**src/rtl/bic_pkg.sv**
```systemverilog
package bic_pkg;
   localparam int NUM_LOCAL = 8;
   localparam int BANK_W    = 32;
   localparam int NUM_SRC   = NUM_LOCAL + 2 * BANK_W;
   localparam int N_SC1     = 5;
   localparam int N_SC2     = 6;
   // Shortcut positions; order sets the summary bit order.
   localparam int SC1_POS [N_SC1] = '{7, 9, 10, 18, 19};
   localparam int SC2_POS [N_SC2] = '{21, 22, 23, 24, 25, 30};
   localparam int SUM_B1_FLAG = NUM_LOCAL;
   localparam int SUM_B2_FLAG = NUM_LOCAL + 1;
   localparam int SUM_SC1_LO  = NUM_LOCAL + 2;
   localparam int SUM_SC2_LO  = SUM_SC1_LO + N_SC1;

   localparam logic [7:0] OFS_SUM   = 8'h00;
   localparam logic [7:0] OFS_PB1   = 8'h04;
   localparam logic [7:0] OFS_PB2   = 8'h08;
   localparam logic [7:0] OFS_FIQ   = 8'h0C;
   localparam logic [7:0] OFS_SETB1 = 8'h10;
   localparam logic [7:0] OFS_SETB2 = 8'h14;
   localparam logic [7:0] OFS_SETL  = 8'h18;
   localparam logic [7:0] OFS_CLRB1 = 8'h1C;
   localparam logic [7:0] OFS_CLRB2 = 8'h20;
   localparam logic [7:0] OFS_CLRL  = 8'h24;

   function automatic logic [BANK_W-1:0] sc1_mask();
      logic [BANK_W-1:0] m = '0;
      for (int k = 0; k < N_SC1; k++) m[SC1_POS[k]] = 1'b1;
      return m;
   endfunction

   function automatic logic [BANK_W-1:0] sc2_mask();
      logic [BANK_W-1:0] m = '0;
      for (int k = 0; k < N_SC2; k++) m[SC2_POS[k]] = 1'b1;
      return m;
   endfunction
endpackage

```
**src/rtl/bic_sync.sv**
```systemverilog
module bic_sync #(
   parameter int W      = 8,
   parameter int STAGES = 2
) (
   input  logic         clk,
   input  logic         rst_n,
   input  logic [W-1:0] d,
   output logic [W-1:0] q
);
   if (STAGES < 2) begin : g_bad
      $error("bic_sync needs at least two stages");
   end

   logic [W-1:0] chain [STAGES];

   for (genvar s = 0; s < STAGES; s++) begin : g_stage
      always_ff @(posedge clk or negedge rst_n) begin
         if (!rst_n) chain[s] <= '0;
         else if (s == 0) chain[s] <= d;
         else chain[s] <= chain[(s == 0) ? 0 : s - 1];
      end
   end

   assign q = chain[STAGES-1];
endmodule

```
**src/rtl/bic_enable.sv**
```systemverilog
module bic_enable #(
   parameter int W = 32
) (
   input  logic         clk,
   input  logic         rst_n,
   input  logic         set_we,
   input  logic         clr_we,
   input  logic [W-1:0] wdata,
   output logic [W-1:0] en_q
);
   for (genvar i = 0; i < W; i++) begin : g_bit
      always_ff @(posedge clk or negedge rst_n) begin
         if (!rst_n) en_q[i] <= 1'b0;
         else if (set_we && wdata[i]) en_q[i] <= 1'b1;
         else if (clr_we && wdata[i]) en_q[i] <= 1'b0;
      end
   end

   p_set_bits_r2: assert property (@(posedge clk) disable iff (!rst_n)
      set_we |=> ((en_q & $past(wdata)) == $past(wdata)));
   p_clr_bits_r2: assert property (@(posedge clk) disable iff (!rst_n)
      (clr_we && !set_we) |=> ((en_q & $past(wdata)) == '0));
   p_zero_keeps_r2: assert property (@(posedge clk) disable iff (!rst_n)
      (set_we || clr_we) |=> ((en_q & ~$past(wdata)) == ($past(en_q) & ~$past(wdata))));
   p_idle_stable_r2: assert property (@(posedge clk) disable iff (!rst_n)
      (!set_we && !clr_we) |=> $stable(en_q));
endmodule

```
**src/rtl/bic_summary.sv**
```systemverilog
module bic_summary
   import bic_pkg::*;
(
   input  logic [NUM_LOCAL-1:0] pend_local,
   input  logic [BANK_W-1:0]    pend_b1,
   input  logic [BANK_W-1:0]    pend_b2,
   output logic [31:0]          summary
);
   localparam logic [BANK_W-1:0] M1 = sc1_mask();
   localparam logic [BANK_W-1:0] M2 = sc2_mask();

   if (SUM_SC2_LO + N_SC2 > 32) begin : g_bad
      $error("summary layout exceeds 32 bits");
   end

   logic [N_SC1-1:0] sc1;
   logic [N_SC2-1:0] sc2;

   for (genvar k = 0; k < N_SC1; k++) begin : g_sc1
      assign sc1[k] = pend_b1[SC1_POS[k]];
   end
   for (genvar k = 0; k < N_SC2; k++) begin : g_sc2
      assign sc2[k] = pend_b2[SC2_POS[k]];
   end

   always_comb begin
      summary = '0;
      summary[NUM_LOCAL-1:0]                 = pend_local;
      summary[SUM_B1_FLAG]                   = |(pend_b1 & ~M1);
      summary[SUM_B2_FLAG]                   = |(pend_b2 & ~M2);
      summary[SUM_SC1_LO +: N_SC1]           = sc1;
      summary[SUM_SC2_LO +: N_SC2]           = sc2;
   end
endmodule

```
**src/rtl/banked_irq_ctrl.sv**
```systemverilog
module banked_irq_ctrl
   import bic_pkg::*;
#(
   parameter int ADDR_W      = 8,
   parameter int SYNC_STAGES = 2
) (
   input  logic                 clk,
   input  logic                 rst_n,
   input  logic [NUM_LOCAL-1:0] src_local,
   input  logic [BANK_W-1:0]    src_bank1,
   input  logic [BANK_W-1:0]    src_bank2,
   input  logic [ADDR_W-1:0]    reg_addr,
   input  logic                 reg_we,
   input  logic [31:0]          reg_wdata,
   output logic [31:0]          reg_rdata,
   output logic                 irq_o,
   output logic                 fiq_o
);
   localparam int IDX_W = $clog2(NUM_SRC);

   if (ADDR_W < 6) begin : g_bad_aw
      $error("address too narrow for register map");
   end
   if (BANK_W != 32 || NUM_LOCAL > 8 || IDX_W > 7) begin : g_bad_geom
      $error("register layout assumes 32-bit banks");
   end

   localparam logic [ADDR_W-1:0] A_SUM   = ADDR_W'(OFS_SUM);
   localparam logic [ADDR_W-1:0] A_PB1   = ADDR_W'(OFS_PB1);
   localparam logic [ADDR_W-1:0] A_PB2   = ADDR_W'(OFS_PB2);
   localparam logic [ADDR_W-1:0] A_FIQ   = ADDR_W'(OFS_FIQ);
   localparam logic [ADDR_W-1:0] A_SETB1 = ADDR_W'(OFS_SETB1);
   localparam logic [ADDR_W-1:0] A_SETB2 = ADDR_W'(OFS_SETB2);
   localparam logic [ADDR_W-1:0] A_SETL  = ADDR_W'(OFS_SETL);
   localparam logic [ADDR_W-1:0] A_CLRB1 = ADDR_W'(OFS_CLRB1);
   localparam logic [ADDR_W-1:0] A_CLRB2 = ADDR_W'(OFS_CLRB2);
   localparam logic [ADDR_W-1:0] A_CLRL  = ADDR_W'(OFS_CLRL);

   logic [NUM_SRC-1:0]   raw_s;
   logic [NUM_LOCAL-1:0] en_l;
   logic [BANK_W-1:0]    en_b1, en_b2;
   logic [NUM_LOCAL-1:0] pl;
   logic [BANK_W-1:0]    pb1, pb2;
   logic [31:0]          summary;
   logic [7:0]           fiq_q;
   logic [NUM_SRC-1:0]   all_pend, route_mask;
   logic                 unused_wdata_hi;

   assign unused_wdata_hi = ^reg_wdata[31:8];

   bic_sync #(.W(NUM_SRC), .STAGES(SYNC_STAGES)) u_sync (
      .clk(clk), .rst_n(rst_n),
      .d({src_bank2, src_bank1, src_local}), .q(raw_s));

   bic_enable #(.W(NUM_LOCAL)) u_en_l (
      .clk(clk), .rst_n(rst_n),
      .set_we(reg_we && reg_addr == A_SETL),
      .clr_we(reg_we && reg_addr == A_CLRL),
      .wdata(reg_wdata[NUM_LOCAL-1:0]), .en_q(en_l));

   bic_enable #(.W(BANK_W)) u_en_b1 (
      .clk(clk), .rst_n(rst_n),
      .set_we(reg_we && reg_addr == A_SETB1),
      .clr_we(reg_we && reg_addr == A_CLRB1),
      .wdata(reg_wdata), .en_q(en_b1));

   bic_enable #(.W(BANK_W)) u_en_b2 (
      .clk(clk), .rst_n(rst_n),
      .set_we(reg_we && reg_addr == A_SETB2),
      .clr_we(reg_we && reg_addr == A_CLRB2),
      .wdata(reg_wdata), .en_q(en_b2));

   assign pl  = raw_s[NUM_LOCAL-1:0] & en_l;
   assign pb1 = raw_s[NUM_LOCAL +: BANK_W] & en_b1;
   assign pb2 = raw_s[NUM_LOCAL + BANK_W +: BANK_W] & en_b2;

   bic_summary u_sum (
      .pend_local(pl), .pend_b1(pb1), .pend_b2(pb2), .summary(summary));

   always_ff @(posedge clk or negedge rst_n) begin
      if (!rst_n) fiq_q <= '0;
      else if (reg_we && reg_addr == A_FIQ) fiq_q <= reg_wdata[7:0];
   end

   assign all_pend   = {pb2, pb1, pl};
   assign route_mask = fiq_q[7] ? (NUM_SRC'(1) << fiq_q[6:0]) : '0;
   assign fiq_o      = |(all_pend & route_mask);
   assign irq_o      = |(all_pend & ~route_mask);

   always_comb begin
      unique case (reg_addr)
         A_SUM:           reg_rdata = summary;
         A_PB1:           reg_rdata = pb1;
         A_PB2:           reg_rdata = pb2;
         A_FIQ:           reg_rdata = {24'd0, fiq_q};
         A_SETB1, A_CLRB1: reg_rdata = en_b1;
         A_SETB2, A_CLRB2: reg_rdata = en_b2;
         A_SETL, A_CLRL:   reg_rdata = 32'(en_l);
         default:         reg_rdata = '0;
      endcase
   end

   p_fiq_needs_route_r8: assert property (@(posedge clk) disable iff (!rst_n)
      fiq_o |-> fiq_q[7]);
   p_irq_has_summary_r7: assert property (@(posedge clk) disable iff (!rst_n)
      irq_o |-> (summary[20:0] != '0));
   p_summary_high_zero_r5: assert property (@(posedge clk) disable iff (!rst_n)
      summary[31:21] == '0);
endmodule

```
**config.mk**
```make
export PLATFORM = sky130hd
export DESIGN_NAME = banked_irq_ctrl
export DESIGN_NICKNAME = d
export VERILOG_FILES = /design/src/rtl/bic_pkg.sv /design/src/rtl/bic_sync.sv /design/src/rtl/bic_enable.sv /design/src/rtl/bic_summary.sv /design/src/rtl/banked_irq_ctrl.sv
export SDC_FILE = /design/constraint.sdc
export NUM_CORES = 1
export LEC_CHECK = 0
export ABC_CLOCK_PERIOD_IN_PS = 3500
export CORE_MARGIN = 1.5
export CORE_UTILIZATION = 35
export DETAILED_ROUTE_END_ITERATION = 6
export PLACE_DENSITY = 0.56
export SETUP_SLACK_MARGIN = 0.15
export SLEW_MARGIN = 20
export SYNTH_ARGS = -nofsm -noshare
export SYNTH_HDL_FRONTEND = slang
export SYNTH_SLANG_ARGS = --single-unit
export TNS_END_PERCENT = 50
```
**constraint.sdc**
```tcl
create_clock -name clk -period 3.5 [get_ports clk]
set_clock_uncertainty 0.15 [all_clocks]
set_input_delay 0.7 -clock clk [delete_from_list [all_inputs] [get_ports clk]]
set_output_delay 0.7 -clock clk [all_outputs]
set_load 0.02 [all_outputs]
```
Word level (Yosys, flattened, before mapping)
Index checks and enable logic that the tools add are counted.
{ "word_totals": {"ff_bits": 224, "inputBits": 115, "output_inout_bits": 34, "word_cells": 468} }
{ "op_classes": {"eq_ne": 9, "shift": 1, "n_mux": 146, "bitwise": 6, "reduce_logical": 231} }
{ "op_table": {"columns": ["operator", "n"], "rows": [
  ["$pmux 32 s7", 1],
  ["$logic_and 1x1->1", 151],
  ["$and 72x72->72", 2],
  ["$mux 1", 144],
  ["$reduce_bool 2->1", 72],
  ["$reduce_or 72->1", 2],
  ["$mux 72", 1],
  ["$not 72->72", 1],
  ["$shl 1x7->72 const A", 1],
  ["$and 32x32->32", 2],
  ["$eq 8x5->1 const B", 4],
  ["$reduce_or 27->1", 1],
  ["$reduce_or 26->1", 1],
  ["$eq 8x4->1 const B", 2],
  ["$eq 8x6->1 const B", 2],
  ["$and 8x8->8", 1],
  ["$eq 8x3->1 const B", 1],
  ["$logic_not 8->1", 1],
  ["$reduce_or 2->1", 3]
]} }

Logic depth before layout (Yosys ltp)
{ "depth": {"ltp_word": 5, "ltp_mapped": 9, "mapped_depth_nobuf": 6} }

Cells and area by module
A second synthesis with hierarchy kept.
{ "unflattened": {"hier_cells": 1102, "hier_area_um2": 10945.5} }
{ "modules_own_cells": {"columns": ["module", "n_inst", "cells_per_inst", "area_each_um2", "seq_area_each_um2"], "rows": [
  ["bic_sync", 1, 216, 4144.0, 3603.5],
  ["banked_irq_ctrl", 1, 607, 3641.0, 200.2],
  ["bic_enable (u_en_b1 ...)", 2, 102, 1249.9, 800.8],
  ["bic_summary", 1, 49, 347.8, 0.0],
  ["bic_enable (u_en_l)", 1, 26, 312.8, 200.2]
]} }

Worst setup path before layout
No wires, ideal clock.
{ "synth_path": {"kind": "input -> output", "start": "in reg_addr[4]", "end": "out reg_rdata[12]", "arrival_time_ns": 2.309, "required_ns": 2.650, "slack_ns": 0.341, "cell_stages": 6, "path_cell_list": "or4_1 -> clkbuf_1 -> nor3_2 -> clkbuf_1 -> a21o_1 -> a221o_1"} }
{ "synth_via": {"elab_chain_len": 3} }
{ "synth_rtl": {"columns": ["item", "line", "rtl"], "rows": [
  ["from (decl)", "banked_irq_ctrl.sv:12", "input logic [ADDR_W-1:0] reg_addr,"],
  ["$eq 8x5->1 or $eq 8x6->1 (tied branches)", "banked_irq_ctrl.sv:91", "unique case (reg_addr)"],
  ["$reduce_or 2->1", "banked_irq_ctrl.sv:91", null],
  ["$pmux 32 s7 (*)", "banked_irq_ctrl.sv:91", null],
  ["to (decl)", "banked_irq_ctrl.sv:15", "output logic [31:0] reg_rdata,"]
]} }
Mark *: on every way between the ends. The rest lies on a longest branch, timed or not.

Final worst setup path
{ "layout_path": {"start": "reg fiq_q[5]", "end": "out irq_o"} }
{ "layout_via": {"elab_chain_len": 5} }
{ "layout_rtl": {"columns": ["item", "line", "rtl"], "rows": [
  ["from (decl)", "banked_irq_ctrl.sv:45", "logic [7:0] fiq_q;"],
  ["from (signal assigned)", "banked_irq_ctrl.sv:82", "else if (reg_we && reg_addr == A_FIQ) fiq_q <= reg_wdata[7:0];"],
  ["$shl 1x7->72", "banked_irq_ctrl.sv:86", "assign route_mask = fiq_q[7] ? (NUM_SRC'(1) << fiq_q[6:0]) : '0;"],
  ["$mux 72", "banked_irq_ctrl.sv:86", null],
  ["$not 72->72", "banked_irq_ctrl.sv:88", "assign irq_o = |(all_pend & ~route_mask);"],
  ["$and 72x72->72", "banked_irq_ctrl.sv:88", null],
  ["$reduce_or 72->1", "banked_irq_ctrl.sv:88", null],
  ["to (decl)", "banked_irq_ctrl.sv:16", "output logic irq_o,"]
]} }
Every way passes these cells.

==> metrics <==
# setup viols final 2; Core Util, Final 52.7%; Critical R2R Capture fiq_q[5]; Final period util 112%; peak fanout along the critical path 8; # clock sinks 224; most frequent cells in the layout 227 x nand2_1, 218 x dfrtp_1, 177 x buf_4; Main synth FF type dfrtp_1; Critical Path Max Stage Delay 0.46 ns; outcome finished with violations; max_cap viols 0; fmax 256 MHz; remaining antenna violation count 0; Core Rows 62; largest net degree at the start of global routing 74; total power 6250 uW; Async SR Flop Fraction 100%; Die Ht 174 um; final wirelength 43500 um; number of remaining DRC errors 0; vias in the first global route 9984; WHS -0.0282 ns; Slew HR 61.4%; Post-synth EDFFs 0; Seq/Total Area, Yosys 55.0%; CTS Buf Count 25; DRT Pass-1 Iters 7; delay-heaviest family, CP simple AND/OR/NAND/NOR gates; Seq cells post-synth 224; vias per cell 5.71; Hold WC Path Type in2async; max-slew violation count 0; Finished Layout Cells 1716; Netlist cell types 67; Syn Inst Count 981; Total Routing Usage GR 28.4%; Buffers & Inverters on Critical Path 3; FF-to-FF setup slack 2.22 ns; failing checks hold timing, setup timing; CP required 2.65 ns; Routed wire per std cell 25.4 um; post-route setup slack -0.410 ns; clk root buf clkbuf_16; HPWL after detailed placement 31100 um; CP Cell Sequence buf_4, buf_4, and4b_1, a21oi_1, nor4_1, o2111ai_1, nor4_2, nand4_1, buf_6; RSZ-0062 raised after global routing true; yosys warns 0; layout cell share with drive strength beyond 1 28.2%; CTS clk-pin slew, worst paths 0.06 ns; CP Capture Type output pin; Starting Density 35.5%; PortBufs 148; Initial DRC Count 779; CTS tree yes; crit start category flop; Post-Synthesis Cell Area 10200 um^2; I/O pin cnt 149; DR vias 9795; Die W 174 um; Worst Path Arrival 3.06 ns; Syn Area/Cell 10.4 um^2; total core area 28700 um^2; routability-driven placement congestion ratio 1.03; fillers 2570; die area 30200 um^2; Synth Net Count 1096; area added between synthesis and finish 48.3%; most common cell after layout, fill and taps aside nand2_1; reg2reg path depth 3; Reg-to-Reg Start fiq_q[5]; Clock Latency Late Sink 0.53 ns; setup_tns -0.812 ns; P_leak 0.00696 uW; Tmin final 3.91 ns; cell mode on critical path buf_4; H-tree depth 1; first-pass GRT wire length 64100 um; Longest Clk Path Bufs 3; nets 1428; Max stage delay cell, worst path dfrtp_2; Cells after DPL 1634; aggregate global routing overflow 0; endpoints failing hold 14; Pwr Density 413 nW/um^2; Setup CP Type reg2out; maximum VDD drop 0.000305 V; initial antenna violation count 1; worst-margin pin slew 0.579 ns
## per-layer routing
layer	wire length (um)	global-route usage [%]	vias up
met2	19700	44.7	441
li1	-	-	4317
met4	1820	9.77	0
met3	2990	4.71	108
met5	0	0	-
met1	19000	39.6	4929
## per-stage QoR
| stage | worst slack (ns) | instance area [um^2] |
|---|---|---|
| detailed placement | -0.650 | 13400 |
| floorplan | 0.341 | 10200 |
| global route | -0.459 | 15100 |
| global placement | -0.625 | 13400 |
| CTS | -0.352 | 14700 |
| finish | -0.410 | 15100 |
## state kept, by name (all words and copies together), names as in the netlist
| name | count |
|---|---|
| u_sync.chain | 72 |
| u_sync.q | 72 |
| u_en_b2.en_q | 32 |
| u_en_b1.en_q | 32 |
| fiq_q | 8 |
| u_en_l.en_q | 8 |
## how the worst max path moves through the flow
stage,to,depth (start not counted),start
2_1_floorplan,reg_rdata[12],6,reg_addr[4]
3_3_place_gp,reg_rdata[6],9,reg_addr[5]
3_5_place_dp,reg_rdata[0],9,reg_addr[1]
4_1_cts,irq_o,8,fiq_q[4]
5_1_grt,irq_o,9,fiq_q[0]
6_report,irq_o,9,fiq_q[5]
## synthesized netlist by cell type, types with 8 or more instances
| cell | count | share of area [%] |
|---|---|---|
| dfrtp_1 | 224 | 55 |
| clkbuf_1 | 26 | 0.96 |
| buf_4 | 10 | 0.74 |
| a22o_1 | 90 | 7.7 |
| a21o_1 | 41 | 3.0 |
| a21oi_1 | 37 | 1.8 |
| nand2_1 | 232 | 8.5 |
| nand3_1 | 30 | 1.5 |
| nand4_1 | 21 | 1.3 |
| nor2_1 | 28 | 1.0 |
| o22ai_1 | 9 | 0.55 |
| nor4_1 | 16 | 0.98 |
| a41oi_1 | 8 | 0.69 |
| mux2_2 | 10 | 1.1 |
| nor3_1 | 11 | 0.54 |
| a31oi_1 | 24 | 1.5 |
| buf_2 | 23 | 1.1 |
| o21ai_0 | 9 | 0.44 |
| a221o_1 | 21 | 2.1 |
## where the power goes
| part | internal, uW | switching (uW) |
|---|---|---|
| registers | 2720 | 95.1 |
| logic | 347 | 344 |
| clock network | 1660 | 1080 |
## final cells by class
class,instances,area [um^2],share of cell area [%]
inverter,2,7.51,0.0497
clock buffer,36,727,4.81
multi-input combinational,693,4520,29.9
clock inverter,9,133,0.877
timing repair buffer,367,3630,24.0
antenna,1,2.50,0.0166
sequential,224,5610,37.1
tap,384,480,3.18
## logic make-up after synthesis
kind of cell / count (synthesis) / share of synthesized area, %
multiplexers: 10 / 1.10
buffers and inverters: 64 / 3.15
XOR/XNOR: 1 / 0.0859
flip-flops: 224 / 55.0
AND/OR/NAND/NOR: 409 / 20.0
AO/OA/AOI/OAI: 273 / 20.6
## repair_timing
action / 4_1_cts / 5_1_grt
gates resized for setup: 241 / 76
pin swaps: 20 / 44
setup endpoints to repair: 34 / 34
buffers inserted: 17 / 10
cloned: 5 / 4
hold buffers: 0 / 0
(Power assumes the default switching activity.)
